## src/rtl/barrier_pkg.sv

```systemverilog
package barrier_pkg;
    typedef enum logic [0:0] {
        EP_IDLE   = 1'b0,
        EP_GATHER = 1'b1
    } ep_state_t;
endpackage

```

## src/rtl/arrival_popcnt.sv

```systemverilog
module arrival_popcnt #(
    parameter int NPART = 4,
    localparam int SW = $clog2(NPART + 1)
) (
    input  logic [NPART-1:0] bits,
    output logic [SW-1:0]    count
);
    always_comb begin
        count = '0;
        for (int i = 0; i < NPART; i++) begin
            count = count + SW'(bits[i]);
        end
    end
endmodule

```

## src/rtl/sense_bank.sv

```systemverilog
module sense_bank #(
    parameter int NPART = 4
) (
    input  logic             clk,
    input  logic             rst_n,
    input  logic [NPART-1:0] arrive,
    input  logic             phase,
    output logic [NPART-1:0] done,
    output logic [NPART-1:0] accept,
    output logic [NPART-1:0] proto_err
);
    logic [NPART-1:0] sense_q;
    logic [NPART-1:0] err_q;

    assign done   = ~(sense_q ^ {NPART{phase}});
    assign accept = arrive & done;

    always_ff @(posedge clk or negedge rst_n) begin
        if (!rst_n) begin
            sense_q <= '0;
            err_q   <= '0;
        end else begin
            sense_q <= sense_q ^ accept;
            err_q   <= arrive & ~done;
        end
    end

    assign proto_err = err_q;

    // accepted arrivals invert their phase bit
    a_r1_flip_on_accept: assert property (@(posedge clk) disable iff (!rst_n)
        (accept != '0) |=> ((sense_q & $past(accept)) == (~$past(sense_q) & $past(accept))));

    // rejected arrivals leave their phase bit unchanged
    a_r6_reject_no_flip: assert property (@(posedge clk) disable iff (!rst_n)
        ((arrive & ~done) != '0) |=> ((sense_q & $past(arrive & ~done)) == ($past(sense_q) & $past(arrive & ~done))));

    // error flag never set on a participant that did not pulse
    a_r6_err_needs_pulse: assert property (@(posedge clk) disable iff (!rst_n)
        1'b1 |=> ((proto_err & ~$past(arrive)) == '0));
endmodule

```

## src/rtl/episode_ctrl.sv

```systemverilog
module episode_ctrl
    import barrier_pkg::*;
#(
    parameter int NPART = 4,
    localparam int SW   = $clog2(NPART + 1),
    localparam int SUMW = SW + 1
) (
    input  logic          clk,
    input  logic          rst_n,
    input  logic [SW-1:0] arr_cnt,
    output logic          phase,
    output logic          complete
);
    ep_state_t     state_q, state_d;
    logic [SW-1:0] cnt_q;
    logic          phase_q;
    logic [SUMW-1:0] sum;

    assign sum      = SUMW'(cnt_q) + SUMW'(arr_cnt);
    assign complete = (sum == SUMW'(NPART));

    always_ff @(posedge clk or negedge rst_n) begin
        if (!rst_n) state_q <= EP_IDLE;
        else        state_q <= state_d;
    end

    always_comb begin
        state_d = state_q;
        unique case (state_q)
            EP_IDLE: begin
                if (complete)           state_d = EP_IDLE;
                else if (arr_cnt != '0) state_d = EP_GATHER;
            end
            EP_GATHER: begin
                if (complete) state_d = EP_IDLE;
            end
            default: state_d = EP_IDLE;
        endcase
    end

    always_ff @(posedge clk or negedge rst_n) begin
        if (!rst_n) begin
            cnt_q   <= '0;
            phase_q <= 1'b0;
        end else if (complete) begin
            cnt_q   <= '0;
            phase_q <= ~phase_q;
        end else begin
            cnt_q   <= sum[SW-1:0];
        end
    end

    assign phase = phase_q;

    a_r2_count_below_group: assert property (@(posedge clk) disable iff (!rst_n)
        SUMW'(cnt_q) < SUMW'(NPART));

    a_r2_idle_iff_empty: assert property (@(posedge clk) disable iff (!rst_n)
        (state_q == EP_IDLE) == (cnt_q == '0));

    a_r3_flip_on_complete: assert property (@(posedge clk) disable iff (!rst_n)
        complete |=> (phase_q != $past(phase_q)));

    a_r3_hold_otherwise: assert property (@(posedge clk) disable iff (!rst_n)
        !complete |=> $stable(phase_q));
endmodule

```

## src/rtl/sense_barrier.sv

```systemverilog
module sense_barrier #(
    parameter int NPART = 4
) (
    input  logic             clk,
    input  logic             rst_n,
    input  logic [NPART-1:0] arrive,
    output logic [NPART-1:0] done,
    output logic [NPART-1:0] proto_err,
    output logic             shared_phase
);
    localparam int SW = $clog2(NPART + 1);

    logic [NPART-1:0] accept;
    logic [SW-1:0]    arr_cnt;
    logic             phase;
    logic             complete;

    sense_bank #(.NPART(NPART)) bank_i (
        .clk(clk), .rst_n(rst_n), .arrive(arrive), .phase(phase),
        .done(done), .accept(accept), .proto_err(proto_err)
    );

    arrival_popcnt #(.NPART(NPART)) pop_i (
        .bits(accept), .count(arr_cnt)
    );

    episode_ctrl #(.NPART(NPART)) ctrl_i (
        .clk(clk), .rst_n(rst_n), .arr_cnt(arr_cnt),
        .phase(phase), .complete(complete)
    );

    assign shared_phase = phase;

    // after a completion every participant reads done
    a_r4_all_done_after_release: assert property (@(posedge clk) disable iff (!rst_n)
        complete |=> (done == '1));
endmodule

```

## config.mk

```make
export PLATFORM = sky130hd
export DESIGN_NAME = sense_barrier
export DESIGN_NICKNAME = d
export VERILOG_FILES = /design/src/rtl/barrier_pkg.sv /design/src/rtl/arrival_popcnt.sv /design/src/rtl/sense_bank.sv /design/src/rtl/episode_ctrl.sv /design/src/rtl/sense_barrier.sv
export SDC_FILE = /design/constraint.sdc
export NUM_CORES = 1
export LEC_CHECK = 0
export ABC_AREA = 1
export BUFFER_PORTS_ARGS = -buffer_cell sky130_fd_sc_hd__buf_2
export CELL_PAD_IN_SITES_DETAIL_PLACEMENT = 1
export CELL_PAD_IN_SITES_GLOBAL_PLACEMENT = 1
export CORE_ASPECT_RATIO = 0.7
export CORE_MARGIN = 8
export CORE_UTILIZATION = 34
export CTS_CLUSTER_SIZE = 10
export DETAILED_ROUTE_END_ITERATION = 8
export HOLD_SLACK_MARGIN = 0.06
export PLACE_DENSITY = 0.83
export SLEW_MARGIN = 0
export SYNTH_ARGS = -nofsm -noshare
export SYNTH_HDL_FRONTEND = slang
export SYNTH_HIERARCHICAL = 1
export SYNTH_SLANG_ARGS = --single-unit
```

## constraint.sdc

```tcl
create_clock -name clk -period 2.85 [get_ports clk]
set_input_delay 0.1425 -clock clk [delete_from_list [all_inputs] [get_ports clk]]
set_output_delay 0.1425 -clock clk [all_outputs]
set_load 0.005 [all_outputs]
```

==> results.toml <==
[route]
routed-wl-met3_um = 142
dr.pass1.iters = 4
drt-met1-wl_um = 887
wl_per_cell_um = 13.1
drc = 0
wirelength_um = 2170
top_layer = "met4"
ant_nets = 0
dr.first_iter.drc_count = 28
dr_wl_met2_um = 1130
vias_per_cell = 4.41
vias = 728

[cells_and_area]
drive_above_1_share_pct = 40.6
fin_cells = 165
area_growth_syn_to_layout_pct = 37.4
nets = 147
n_antenna_cell = 0
layout_common_cells = "nand2_1 (33), inv_1 (18), buf_2 (14), buf_4 (12), dfrtp_1 (11)"
final_common_cell = "nand2_1"
stdcell_area_um2 = 1050

[cts]
cts_tree = "yes"
path_clk_slew_ns = 0.08
clk_latency_ns = 0.29
clockBufferDepth = 2
cts_inserted_buffers = 3
numClockSinks = 12
cts_root_buf = "clkbuf_4"
htreeDepth = 1

[floorplanning]
ioPinCount = 15
die_h_um = 55.6
die_area_um2 = 4040
row_count = 14
start_util_pct = 35.7
fp.dieW_um = 72.6
core-area_um2 = 2140

[worst_setup_path]
cp_max_fo = 7
cp.required_ns = 3.08
critical_path_class = "register to register"
critPathLaunchType = "register"
arrival_ns = 3.12
worst_setup_path_end_kind = "register"

[placed_design]
hpwl_um = 1560
dp_slack_ns = -0.106
finalWeightedCongestion = 0.693
port_buffers = 14
place_inst = 154
place_area_um2 = 903

[global_routing]
antenna_found_initial = 0
track_usage_pct = 10.9
grt_remaining_overflow = 0
grt_max_degree = 13
grt_first_pass_wirelength_um = 3440
first_global_vias = 737

[timing]
rsz0062_at_grt = "true"
finalSetupViolCount = 1
final_max_slew_viol_count = 0
finalHoldViolCount = 0
fin_worst_hold_slack_ns = 0.132
worst_pin_slew_ns = 0.285
fmax_mhz = 346
slew_headroom_pct = 81.0
fin_skew_ns = 0.00669
tns_ns = -0.0398
finalCritPeriodShare_pct = 101
setup_ws_ns = -0.0398
post-route-min-period_ns = 2.89

[pwr]
p_leak_nw = 0.601
power.density_nw_per_um2 = 1470
max-vdd-ir-drop_mv = 0.574

[synth]
avgSynthCellArea_um2 = 7.33
syn-num-nets = 117
synth_area_leaders = "dfrtp_1 (39%), nand2_1 (18%), inv_1 (10%)"
ys_ff_latch = 12
synth_area_um2 = 762
yosysUniqueCellTypes = 14
syn-instance-count = 104
yosysTopAreaCell = "dfrtp_1"
ys_warn_count = 6
synth_top_area_share_pct = 39.4
ys_seq_area_share_pct = 39.4

[run_status]
status = "finished with violations"
violations = "setup timing"

[job]
max_cap_violations = 0

[worst_hold_path]
min_path_type = "input pin to register"
==> cells by family (layout without fill, tap and decap cells) <==
group | after synthesis | in the layout | share of synthesized area, %
and+or+nand+nor | 55 | 55 | 30.7
buffers and inverters | 26 | 55 | 13.8
DFF | 12 | 12 | 39.4
adders and majority gates | 7 | 7 | 13.5
AOI/OAI and AO/OA | 4 | 4 | 2.63
==> Yosys cell counts <==
| library cell | n |
|---|---|
| nand2_1 | 37 |
| inv_1 | 21 |
| dfrtp_1 | 12 |
| nor2_1 | 8 |
| ha_1 | 5 |
| nand2_2 | 4 |
| nor2_2 | 4 |
| o21ai_0 | 4 |
| inv_2 | 3 |
| fa_1 | 2 |
| buf_6 | 1 |
| clkbuf_1 | 1 |
| nand3_1 | 1 |
| nand3_2 | 1 |
==> power by group <==
part | switching (W) | total [W] | leakage, nW | internal (W)
Combinational | 0.000574 | 0.00108 | 0.436 | 0.000508
Sequential | 0.0000610 | 0.000310 | 0.145 | 0.000249
Clock | 0.0000653 | 0.000143 | 0.0210 | 0.0000779
Total | 0.000700 | 0.00154 | 0.601 | 0.000835
==> worst max-delay path, cell delays in order (launching register included) <==
cell,delay [ns]
dfrtp_2,0.46
inv_4,0.07
nand2_2,0.05
nand2_1,0.05
nor2_1,0.09
inv_1,0.06
fa_1,0.54
inv_2,0.05
ha_4,0.26
ha_4,0.12
inv_2,0.04
fa_1,0.57
buf_4,0.12
nand2_1,0.05
nor2_1,0.11
nand3_1,0.09
nand2_1,0.08
==> final timing paths <==
| check | to | cells after the start | from | slack [ns] |
|---|---|---|---|---|
| setup / recovery | ctrl_i/phase | 16 | ctrl_i/phase | -0.04 |
| hold / removal | bank_i/proto_err[2] | 3 | arrive[2] | 0.13 |
| setup reg to reg | ctrl_i/phase | 16 | ctrl_i/phase | -0.04 |
| hold reg to reg | register | 2 | register | 0.57 |
| max in group asynchronous | ctrl_i/phase | 2 | rst_n | 2.34 |
| min in group asynchronous | ctrl_i/cnt_q[0] | 2 | rst_n | 0.27 |
==> through the flow <==
stage          utilization (%)  power, W
6_report                  49.0   0.00154
3_3_place_gp              42.3   0.00112
5_1_grt                   49.0   0.00170
4_1_cts                   46.1   0.00139
2_1_floorplan                -  0.000876
3_5_place_dp              42.3   0.00119
==> metal layers <==
| metal | GRT usage (%) | up-vias |
|---|---|---|
| li1 | - | 354 |
| met1 | 12.4 | 354 |
| met2 | 17.9 | 18 |
| met3 | 5.22 | 2 |
| met4 | 2.56 | 0 |
| met5 | 0 | - |
==> area by class of cell <==
cell class                 instances  area (um^2)
clock buffer                       4         36.3
fill                             292         1090
inverter                          24         92.6
multi-input combinational         66          407
sequential                        12          302
tap                               32         40.0
timing repair buffer              27          170
==> timing repair <==
item                                    4_1_cts  5_1_grt
endpoints found under the hold margin        12        0
endpoints found under the setup margin        2        2
buffers inserted                              2        4
pin swaps                                     5        8
hold buffers                                  1        0
resized for setup                             5        9
(Power assumes the default switching activity.)
